**config.mk**
```make
export PLATFORM = sky130hd
export DESIGN_NAME = usb_irq_status
export DESIGN_NICKNAME = d
export VERILOG_FILES = /design/src/rtl/usb_irq_pkg.sv /design/src/rtl/usb_idle_timer.sv /design/src/rtl/usb_irq_flags.sv /design/src/rtl/usb_irq_status.sv
export SDC_FILE = /design/constraint.sdc
export NUM_CORES = 1
export LEC_CHECK = 0
export BUFFER_PORTS_ARGS = -buffer_cell sky130_fd_sc_hd__clkbuf_2
export CAP_MARGIN = 20
export CORE_UTILIZATION = 25
export CTS_BUF_LIST = sky130_fd_sc_hd__clkbuf_8
export DETAILED_ROUTE_END_ITERATION = 8
export GPL_TIMING_DRIVEN = 0
export PLACE_DENSITY = 0.63
export RECOVER_POWER = 50
export SYNTH_ARGS = -nofsm -noshare
export SYNTH_HDL_FRONTEND = slang
export SYNTH_HIERARCHICAL = 1
export SYNTH_SLANG_ARGS = --single-unit
```
**constraint.sdc**
```tcl
create_clock -name clk_i -period 1.9 [get_ports clk_i]
set_input_delay 0.38 -clock clk_i [delete_from_list [all_inputs] [get_ports clk_i]]
set_output_delay 0.38 -clock clk_i [all_outputs]
set_load 0.01 [all_outputs]
```
**src/rtl/usb_irq_pkg.sv**
```systemverilog
package usb_irq_pkg;
  localparam int unsigned REG_W  = 8;
  localparam int unsigned FLAG_N = 4;

  // flag index -> bit position in the status word (layout decoded by software)
  localparam int unsigned IDX_SUSP = 0;
  localparam int unsigned IDX_SOF  = 1;
  localparam int unsigned IDX_EOR  = 2;
  localparam int unsigned IDX_WAKE = 3;

  localparam int unsigned FLAG_POS [FLAG_N] = '{0, 3, 4, 5};

  localparam logic [REG_W-1:0] FLAG_MASK = 8'h39;
endpackage

```
**src/rtl/usb_idle_timer.sv**
```systemverilog
module usb_idle_timer #(
  parameter int unsigned IDLE_MS = 3
) (
  input  logic clk_i,
  input  logic rst_ni,
  input  logic tick_i,
  input  logic idle_i,
  output logic det_o
);
  localparam int unsigned CNT_W = $clog2(IDLE_MS + 1);
  localparam logic [CNT_W-1:0] CNT_MAX  = CNT_W'(IDLE_MS);
  localparam logic [CNT_W-1:0] CNT_LAST = CNT_W'(IDLE_MS - 1);

  logic [CNT_W-1:0] cnt_q;

  always_ff @(posedge clk_i or negedge rst_ni) begin
    if (!rst_ni)                        cnt_q <= '0;
    else if (!idle_i)                   cnt_q <= '0;
    else if (tick_i && cnt_q != CNT_MAX) cnt_q <= cnt_q + 1'b1;
  end

  // fires once per idle stretch; counter then parks at CNT_MAX
  assign det_o = idle_i && tick_i && (cnt_q == CNT_LAST);
endmodule

```
**src/rtl/usb_irq_flags.sv**
```systemverilog
module usb_irq_flags #(
  parameter int unsigned N = 4
) (
  input  logic         clk_i,
  input  logic         rst_ni,
  input  logic [N-1:0] set_i,
  input  logic [N-1:0] clr_i,
  output logic [N-1:0] flag_o
);
  for (genvar i = 0; i < N; i++) begin : g_flag
    logic q;
    always_ff @(posedge clk_i or negedge rst_ni) begin
      if (!rst_ni)       q <= 1'b0;
      else if (set_i[i]) q <= 1'b1;  // set beats clear
      else if (clr_i[i]) q <= 1'b0;
    end
    assign flag_o[i] = q;
  end
endmodule

```
**src/rtl/usb_irq_status.sv**
```systemverilog
module usb_irq_status
  import usb_irq_pkg::*;
#(
  parameter int unsigned IDLE_MS = 3
) (
  input  logic             clk_i,
  input  logic             rst_ni,
  input  logic             tick_1ms_i,
  input  logic             line_j_i,
  input  logic             line_active_i,
  input  logic             dev_resume_i,
  input  logic             bus_reset_end_i,
  input  logic             sof_pid_i,
  input  logic             wr_en_i,
  input  logic [REG_W-1:0] wr_data_i,
  input  logic             en_wr_i,
  input  logic [REG_W-1:0] en_data_i,
  output logic [REG_W-1:0] status_o,
  output logic [REG_W-1:0] enable_o,
  output logic             suspended_o,
  output logic             irq_o
);
  logic              susp_det;
  logic [FLAG_N-1:0] set_v, clr_v, flag_q;
  logic [REG_W-1:0]  en_q;
  logic              irq_q;

  usb_idle_timer #(.IDLE_MS(IDLE_MS)) u_idle (
    .clk_i  (clk_i),
    .rst_ni (rst_ni),
    .tick_i (tick_1ms_i),
    .idle_i (line_j_i),
    .det_o  (susp_det)
  );

  always_comb begin
    set_v           = '0;
    set_v[IDX_SUSP] = susp_det;
    set_v[IDX_SOF]  = sof_pid_i;
    set_v[IDX_EOR]  = bus_reset_end_i;
    set_v[IDX_WAKE] = flag_q[IDX_SUSP] & line_active_i & ~dev_resume_i;
  end

  for (genvar i = 0; i < FLAG_N; i++) begin : g_map
    assign clr_v[i] = wr_en_i & wr_data_i[FLAG_POS[i]];
  end

  usb_irq_flags #(.N(FLAG_N)) u_flags (
    .clk_i  (clk_i),
    .rst_ni (rst_ni),
    .set_i  (set_v),
    .clr_i  (clr_v),
    .flag_o (flag_q)
  );

  always_comb begin
    status_o = '0;
    for (int i = 0; i < FLAG_N; i++) status_o[FLAG_POS[i]] = flag_q[i];
  end

  always_ff @(posedge clk_i or negedge rst_ni) begin
    if (!rst_ni)     en_q <= '0;
    else if (en_wr_i) en_q <= en_data_i & FLAG_MASK;
  end

  always_ff @(posedge clk_i or negedge rst_ni) begin
    if (!rst_ni) irq_q <= 1'b0;
    else         irq_q <= |(status_o & en_q);
  end

  assign enable_o    = en_q;
  assign suspended_o = flag_q[IDX_SUSP];
  assign irq_o       = irq_q;
endmodule

```
**Yosys cells after proc, flatten, opt, wreduce, memory -nomap -nowiden**

Index checks and enable logic that the tools add are counted.

- Output and inout port bits: 18
- Bits in registers: 11

- $add $sub $neg: 1
- Reductions and logical operators: 8
- Equal/unequal tests: 3
- Multiplexer cells: 10
- Bitwise gates (word level): 8

Operator list:

| cell | count |
|---|---|
| $mux W1 | 8 |
| $reduce_bool A2 Y1 | 4 |
| $reduce_or A8 Y1 | 1 |
| $and A1 B1 Y1 | 6 |
| $and A6 B6 Y6 | 1 |
| $mux W2 | 2 |
| $logic_and A1 B1 Y1 | 3 |
| $add A2 B1 Y2 const B | 1 |
| $eq A2 B2 Y1 const B | 1 |
| $ne A2 B1 Y1 const B | 1 |
| $ne A2 B2 Y1 const B | 1 |
| $not A1 Y1 | 1 |

**Depth between registers and ports, before layout**

Gate-level depths: netlist of the first run.

- Depth in word-level cells: 4
- Gate-level depth with buffers: 4
- Depth with buffers taken out: 4

**Cells and area by module**

Netlist of the first run, hierarchy kept.

Modules (own cells, without submodules):

| module | area an instance (µm²) | seq. area each (µm²) | cells each | times used |
|---|---|---|---|---|
| usb_irq_status | 292.8 | 125.1 | 28 | 1 |
| usb_irq_flags | 175.2 | 100.1 | 16 | 1 |
| usb_idle_timer | 133.9 | 50.0 | 12 | 1 |

**Worst setup path after synthesis of the first run**

OpenSTA, ideal clock, no wires.

- Kind: reg2reg
- Start: reg u_idle.cnt_q[0]
- End: reg u_idle.cnt_q[1]
- Path slack: 0.771 ns
- Arrival: 1.009 ns
- Clock period less this slack: 1.129 ns
- Stages on the path, launching flop included: 5
- Required time: 1.780 ns
- Path through: dfrtp_1 -> inv_1 -> ha_1 -> and4bb_1 -> a31o_1

- Cells in the longest elaborated chain, start to end: 3
- Elaborated cells on any way between the ends: 6
- Classes of those cells: 1 x add/sub; 2 x eq/ne; 2 x mux; 1 x reduce/logical

Ends and longest elaborated chain:

| element | RTL line | RTL |
|---|---|---|
| start, declared | usb_idle_timer.sv:14 | `logic [CNT_W-1:0] cnt_q;` |
| start signal, assigned | usb_idle_timer.sv:19 | `else if (tick_i && cnt_q != CNT_MAX) cnt_q <= cnt_q + 1'b1;` |
| $add A2 B1 Y2 / $ne A2 B2 Y1 (equally long branches) | usb_idle_timer.sv:19 |  |
| $mux W2 / $logic_and A1 B1 Y1 (equally long branches) | usb_idle_timer.sv:19 |  |
| $mux W2 / $ne A2 B1 Y1 (equally long branches) | - |  |

Parallel ways exist; a longest one is shown, timed or not. The select of a mux whose other input is x is not followed.
A chain may end at the register's enable or synchronous reset.

**Worst setup path after layout of the first run**

- Start: reg u_flags.g_flag[0].q
- End: out suspended_o

RTL lines:

| element | RTL line | RTL |
|---|---|---|
| start, declared | usb_irq_flags.sv:11 | `logic q;` |
| start signal, assigned | usb_irq_flags.sv:13 | `if (!rst_ni) q <= 1'b0;` |
| start signal, assigned | usb_irq_flags.sv:14 | `else if (set_i[i]) q <= 1'b1;` |
| start signal, assigned | usb_irq_flags.sv:15 | `else if (clr_i[i]) q <= 1'b0;` |
| end, declared | usb_irq_status.sv:20 | `output logic suspended_o,` |

No word-level cell between the ends.

==> impl_results.md, run 1 <==
* Worst reg2reg setup slack at roughly 710 ps
* Die Span X at 51.1 µm
* Detailed-route vias per instance at about 3.8
* Filler Cell Count at 238
* Port buffer count at 27
* Launching element of the worst setup path: u_flags/g_flag[0].q
* Slew margin rel. at about three fifths
* Largest clock skew in the final design at roughly 4.5 ps
* Capture point of the worst path: suspended_o
* Achievable frequency at around 0.73 GHz
* TritonCTS clock tree: done
* Switching pwr at between 0.00015 and 0.0002 W
* Starting DRT DRC Count at 1
* Clock input transition at the sequential cells of the worst setup and hold paths at approximately 50 ps
* Number of buffers created by CTS at 3
* Post-CTS setup-driven buffer insertion count at 0
* Via total after detailed routing at ~470
* Ratio of cells with drive above 1 in the final layout at about 45%
* Global-route congestion overflow total at 0
* Clock latency reported for the late side of the worst-skew pair at between 200 and 250 ps
* Internal power contribution at between 0.0004 and 0.0005 W
* Detailed Route WL at between 1 and 1.5 mm
* Number of cell instances on the worst register-to-register path at 4
* Max-capacitance violation count at 0
* Height of the die at a little over 50 µm
* Final-report max-slew violation count at 0
* Maximum vdd drop at 0.000319 V
* Syn avg cell area at 10.7 µm²
* Synth-to-Final Area Change at 39.7%
* Routed length per instance at 8.65 µm
* Clock root buffer: sky130_fd_sc_hd__clkbuf_8
* Netlist area before placement at between 600 and 700 µm²
* Type of the worst setup path: flop to output port
* Aggregate negative setup slack at 0 ps
* Hold Crit Class: input port to asynchronous set/reset pin
* Die area at roughly 2600 µm²
* Clock network fraction of design power at a little over a third
* Number of different library cells in the post-synthesis netlist at 16
* Maximum net fanout on the critical path at 4
* Crit start category: flop
* Warning count from the yosys run at 6
* Buffer levels on the longest clock path at 2
* Wire length of the first global-routing pass at 1.79 mm
* Post-layout min period at roughly 1400 ps
* Std cell rows at 17
* Data arrival time of the worst path at a little under 1000 ps
* Synthesized instance count at 56
* Synthesized flop and latch total at 11
* Transition at the pin with the smallest max-transition slack at 603 ps
* Sequential share of power at between 40% and 50%
* Post-placement cell count at 118
* Number of nets with antenna violations after routing at 0
* Largest net degree at the start of global routing at 12
* DRC at 0
* Lkg Pwr at 0.486 nW
* Post-cts repair resize count at 0
* Endpoint kind of the worst setup timing path: output port
* RSZ-0062 raised after global routing: no
* Post-layout net count at 123
* Maximum level of the CTS H-tree at 1
* Status: finished, final reports clean
* Fraction of the yosys area taken by sequential cells at about 46%
* Number of antenna cells inserted at 0
* Ratio of final minimum period to clock period at about 72%
* Sw frac at 24.8%
* Number of standard cells in the final layout excluding fillers at roughly 120
* Pre-antenna DRT Iters at 4
* Final setup violating endpoints at 0
* IO Pins at 44
* Placement-stage cell area at 798 µm²
* CTS sink cnt at 11
* Power Density at around 740 nW/µm²
* Initial antenna violation count at 0
* Total global routing track utilization at between 9 and 10%
* Std-Cell Core Area at 2230 µm²
* Routability Congestion at about 0.65
* Count of hold buffers inserted by post-cts repair at 0
* Post-detail-place hpwl at approximately 920 µm
* Initial cell density of the core at a little over a quarter
* Reg-to-reg critical path startpoint: u_idle/cnt_q[0]
* FF-to-FF End: u_idle/cnt_q[1]
* Via count of the first global-routing pass at ~460
* Number of hold violations in the final report at 0
* Combinational Power Share at roughly a fifth
* Data required time of the worst path at 1520 ps
* Final design instance area without fill at around 840 µm²
[sequential cells by signal, summed over array words and instances, names as in the netlist]
name,flops
u_flags/g_flag.q,4
u_idle/cnt_q,2
irq_o,1
enable_o,4
[cell usage in the layout (no fill, tap or decap)]
cell type	netlist	routed
sky130_fd_sc_hd__conb_1	1	8
sky130_fd_sc_hd__dfrtp_1	11	11
sky130_fd_sc_hd__a22oi_1	2	2
sky130_fd_sc_hd__buf_4	13	13
sky130_fd_sc_hd__a31o_1	1	1
sky130_fd_sc_hd__nand2b_1	2	2
sky130_fd_sc_hd__and2_0	0	1
sky130_fd_sc_hd__inv_1	5	6
sky130_fd_sc_hd__nand2_1	3	3
sky130_fd_sc_hd__mux2_1	4	4
sky130_fd_sc_hd__mux2i_1	1	1
sky130_fd_sc_hd__and2_1	4	3
sky130_fd_sc_hd__and4bb_1	1	1
sky130_fd_sc_hd__nor2_1	1	1
sky130_fd_sc_hd__ha_1	2	2
sky130_fd_sc_hd__and3_2	1	1
sky130_fd_sc_hd__clkbuf_2	0	25
sky130_fd_sc_hd__clkbuf_8	0	3
sky130_fd_sc_hd__a21o_1	4	4
sky130_fd_sc_hd__clkbuf_1	0	2
[layer usage]
| layer | share of wire (%) | track usage [%] | up-vias |
|---|---|---|---|
| met5 | 0 | 0 | - |
| met4 | 1.2 | 4.17 | 0 |
| met3 | 11 | 5.65 | 2 |
| met2 | 52 | 16.7 | 19 |
| met1 | 36 | 9.09 | 207 |
| li1 | - | - | 237 |
[synthesized netlist by cell type]
cell / number / area [µm²]
sky130_fd_sc_hd__buf_4: 13 / 97.6
sky130_fd_sc_hd__dfrtp_1: 11 / 275
sky130_fd_sc_hd__inv_1: 5 / 18.8
sky130_fd_sc_hd__a21o_1: 4 / 30.0
sky130_fd_sc_hd__and2_1: 4 / 25.0
sky130_fd_sc_hd__mux2_1: 4 / 45.0
sky130_fd_sc_hd__nand2_1: 3 / 11.3
sky130_fd_sc_hd__a22oi_1: 2 / 15.0
sky130_fd_sc_hd__ha_1: 2 / 25.0
sky130_fd_sc_hd__nand2b_1: 2 / 12.5
sky130_fd_sc_hd__a31o_1: 1 / 8.76
sky130_fd_sc_hd__and3_2: 1 / 7.51
sky130_fd_sc_hd__and4bb_1: 1 / 12.5
sky130_fd_sc_hd__conb_1: 1 / 3.75
sky130_fd_sc_hd__mux2i_1: 1 / 10.0
sky130_fd_sc_hd__nor2_1: 1 / 3.75
[worst max-delay path: stages, from the launching register on]
cell	delay (ps)
sky130_fd_sc_hd__dfrtp_1	370
sky130_fd_sc_hd__buf_4	150
sky130_fd_sc_hd__buf_4	120
sky130_fd_sc_hd__clkbuf_2	110
[power groups by stage]
stage / logic, W / clock network, W / registers (W)
2_1_floorplan: 0.0000720 / 0 / 0.000279
5_1_grt: 0.000144 / 0.000247 / 0.000276
3_5_place_dp: 0.000130 / 0 / 0.000277
4_1_cts: 0.000130 / 0.000235 / 0.000273
3_3_place_gp: 0.000126 / 0 / 0.000276
6_report: 0.000126 / 0.000225 / 0.000273
[worst min-delay path by stage]
| stage | slack (ps) | from | to |
|---|---|---|---|
| 6_report | 120 | rst_ni | u_idle/cnt_q[0] |
| 3_5_place_dp | 280 | rst_ni | u_idle/cnt_q[0] |
| 5_1_grt | 170 | rst_ni | u_flags/g_flag[0].q |
| 2_1_floorplan | 80 | rst_ni | enable_o[0] |
| 3_3_place_gp | 270 | rst_ni | u_idle/cnt_q[0] |
| 4_1_cts | 20 | rst_ni | u_idle/cnt_q[0] |
[logic make-up (layout without fill, tap and decap cells)]
kind of cell | count (synthesis) | in the layout | share of synthesized area [%]
DFF | 11 | 11 | 45.7
and+or+nand+nor | 12 | 12 | 12.1
other | 1 | 8 | 0.623
buffers and inverters | 18 | 49 | 19.3
muxes | 5 | 5 | 9.15
adders and majority gates | 2 | 2 | 4.16
AOI/OAI and AO/OA | 7 | 7 | 8.94
[area by class of cell]
| type | instances | area (µm²) | share of cell area (%) |
|---|---|---|---|
| Clock inverter | 1 | 3.75 | 0.446 |
| Clock buffer | 3 | 41.3 | 4.91 |
| Timing Repair Buffer | 27 | 133 | 15.8 |
| Sequential cell | 11 | 275 | 32.7 |
| Multi-Input combinational cell | 34 | 236 | 28.1 |
| Buffer | 13 | 97.6 | 11.6 |
| Tap cell | 28 | 35.0 | 4.17 |
| Inverter | 5 | 18.8 | 2.23 |
[metrics by stage]
stage                     worst slack (ps)  power (W)  util (%)  hold slack [ps]
after CTS                              514   0.000638      37.8             17.4
after global routing                   482   0.000666      37.6              169
final                                  528   0.000624      37.6              122
after floorplan                        771   0.000351         -             84.4
after global placement                 757   0.000402      35.7              269
after detailed placement               718   0.000406      35.7              276
No activity file was read; power rests on OpenSTA's default activity.
==> run 2, diff against run 1 <==
==> constraint.sdc (replaced) <==
create_clock -name clk_i -period 1.3 [get_ports clk_i]
set_input_delay 0.26 -clock clk_i [delete_from_list [all_inputs] [get_ports clk_i]]
set_output_delay 0.26 -clock clk_i [all_outputs]
set_load 0.01 [all_outputs]
==> run 2 against run 1 <==
Effect of this change: cell area grew 1.3%; die area unchanged; worst hold slack improved by 80 ps; cell count up 0.82%.
==> impl_results.md, run 2 (same netlist as run 1, synthesis figures left out) <==
* Fin util at 38.2% (+0.50 points)
* Total global routing track utilization at 9.75% (+0.13 points)
* Status: finished, final reports clean
* Number of antenna cells inserted at 0 (unchanged)
* Worst hold slack at 202 ps (+80.4 ps)
* Maximum net fanout on the critical path at 4 (unchanged)
* Buffer levels on the longest clock path at 2 (unchanged)
* RSZ-0062 raised after global routing: no
* Data required time of the worst path at 1040 ps (-480 ps)
* TritonCTS clock tree: done
* Clock root buffer: sky130_fd_sc_hd__clkbuf_8
* Most common cell after layout, fill and taps aside: sky130_fd_sc_hd__clkbuf_2
* Synth-to-Final Area Change at 41.6%
* Detailed Route WL at 1.06 mm (+0.38%)
* Final setup violating endpoints at 0 (unchanged)
* Die Span X at 51.1 µm (unchanged)
* Final design instance area without fill at 852 µm² (+1.3%)
* Placement-stage cell area at 798 µm² (unchanged)
* Maximum level of the CTS H-tree at 1 (unchanged)
* Global-route congestion overflow total at 0 (unchanged)
* Internal power contribution at 0.000688 W (+47%)
* Die area at 2610 µm² (unchanged)
* Via total after detailed routing at 469 (+0.86%)
* IO Pins at 44 (unchanged)
* DRC at 0 (unchanged)
* Largest clock skew in the final design at 4.51 ps (-0.0000200 ps)
* Final-report max-slew violation count at 0 (unchanged)
* Highest-count cells in the layout ignoring fill and taps: sky130_fd_sc_hd__clkbuf_2, sky130_fd_sc_hd__buf_4, sky130_fd_sc_hd__dfrtp_1
* Post-layout min period at approximately 1300 ps
* Largest net degree at the start of global routing at 12 (unchanged)
* Via count of the first global-routing pass at 476 (+2.6%)
* Post-detail-place hpwl at 915 µm (unchanged)
* Wire length of the first global-routing pass at 1.81 mm (+1.5%)
* Ratio of final minimum period to clock period at a little over nine tenths
* Transition at the pin with the smallest max-transition slack at 608 ps (+4.82 ps)
* Post-cts repair resize count at 0 (unchanged)
* Power Density at 1070 nW/µm² (+45%)
* Type of the worst setup path: flop to output port
* Worst slack after detailed placement at 118 ps (-600 ps)
* Routed length per instance at 8.61 µm (-0.44%)
* Achievable frequency at between 0.7 and 0.8 GHz
* Routability Congestion at 0.645 (unchanged)
* Number of nets with antenna violations after routing at 0 (unchanged)
* CTS sink cnt at 11 (unchanged)
* Maximum vdd drop at 0.000467 V (+46%)
* Switching pwr at 0.000227 W (+46%)
* Post-layout net count at 124 (+0.81%)
* Number of buffers created by CTS at 3 (unchanged)
* Lkg Pwr at 0.494 nW (+1.6%)
* Starting DRT DRC Count at 1 (unchanged)
* Max-capacitance violation count at 0 (unchanged)
* Data arrival time of the worst path at 990 ps (about the same)
* Worst reg2reg setup slack at 110 ps (-600 ps)
* Endpoint kind of the worst setup timing path: output port
* Setup slack after layout at 48.3 ps (-480 ps)
* Clock network fraction of design power at 35.9% (-0.2 points)
* Detailed-route vias per instance at 3.81 (about the same)
* Sequential share of power at 43.6% (about the same)
* Initial cell density of the core at 26.9% (unchanged)
* Clock latency reported for the late side of the worst-skew pair at 240 ps (about the same)
* Pre-antenna DRT Iters at 4 (unchanged)
* Clock input transition at the sequential cells of the worst setup and hold paths at 50 ps (about the same)
* Crit start category: flop
* Sw frac at 24.8% (-0.043 points)
* Std-Cell Core Area at 2230 µm² (unchanged)
* Height of the die at 51.1 µm (unchanged)
* Combinational Power Share at 20.5% (+0.3 points)
* Hold Crit Class: input port to flop
* Number of hold violations in the final report at 0 (unchanged)
* Ratio of cells with drive above 1 in the final layout at 45.3% (+0.58 points)
* Initial antenna violation count at 0 (unchanged)
* Port buffer count at 27 (unchanged)
* Slew margin rel. at 59.5% (-0.32 points)
* Std cell rows at 17 (unchanged)
* Aggregate negative setup slack at 0 ps (unchanged)
run 2: cell count changes in the layout (fill, tap and decap cells not counted), sizes merged:
cell         previous run  this run
dlygate4sd3             0         1
run 2: through the flow:
step                      instances  power [W]
after floorplan                  63   0.000513
after global placement          118   0.000588
after detailed placement        118   0.000594
after CTS                       123   0.000934
after global routing            123   0.000977
final                           123   0.000915
run 2: critical path: stages, from the launching register on:
cell and delay, ps:
sky130_fd_sc_hd__dfrtp_1 370, sky130_fd_sc_hd__buf_4 150, sky130_fd_sc_hd__buf_4 120, sky130_fd_sc_hd__clkbuf_2 110
run 2: area by class of cell:
cell class                 instances  area (µm²)
sequential                        11         275
clock buffer                       3        41.3
buffer                            13        97.6
clock inverter                     1        3.75
inverter                           5        18.8
fill                             236        1380
tap                               28        35.0
timing repair buffer              28         144
multi-input combinational         34         236
run 2: routing by layer:
metal  track usage (%)  vias to the layer above  wire length (µm)
met5                 0                        -                 0
li1                  -                      239                 -
met4              4.17                        0                13
met2              17.1                       19               556
met1              9.09                      209               377
met3              5.65                        2               112
run 2: timing repair:
action | CTS | global route
endpoints found under the setup margin | 0 | 0
hold buffers | 1 | 0
hold endpoints to repair | 11 | 0
setup buffers | 0 | 0
run 2: power by group through the flow:
stage / Sequential [W] / Combinational [W] / Clock, W
2_1_floorplan: 0.000408 / 0.000105 / 0
3_3_place_gp: 0.000403 / 0.000184 / 0
3_5_place_dp: 0.000404 / 0.000190 / 0
4_1_cts: 0.000399 / 0.000192 / 0.000343
5_1_grt: 0.000403 / 0.000213 / 0.000361
6_report: 0.000399 / 0.000187 / 0.000329
run 2: path summary, 6_finish.rpt:
| kind | from | to | depth (start not counted) |
|---|---|---|---|
| worst max-delay path | u_flags/g_flag[0].q | suspended_o | 3 |
| worst min-delay path | sof_pid_i | u_flags/g_flag[1].q | 2 |
| worst max register to register | u_idle/cnt_q[0] | u_idle/cnt_q[1] | 4 |
| worst min register to register | u_flags/g_flag[2].q | u_flags/g_flag[2].q | 1 |
| max in group asynchronous | rst_ni | u_flags/g_flag[2].q | 2 |
| min in group asynchronous | rst_ni | u_idle/cnt_q[0] | 2 |
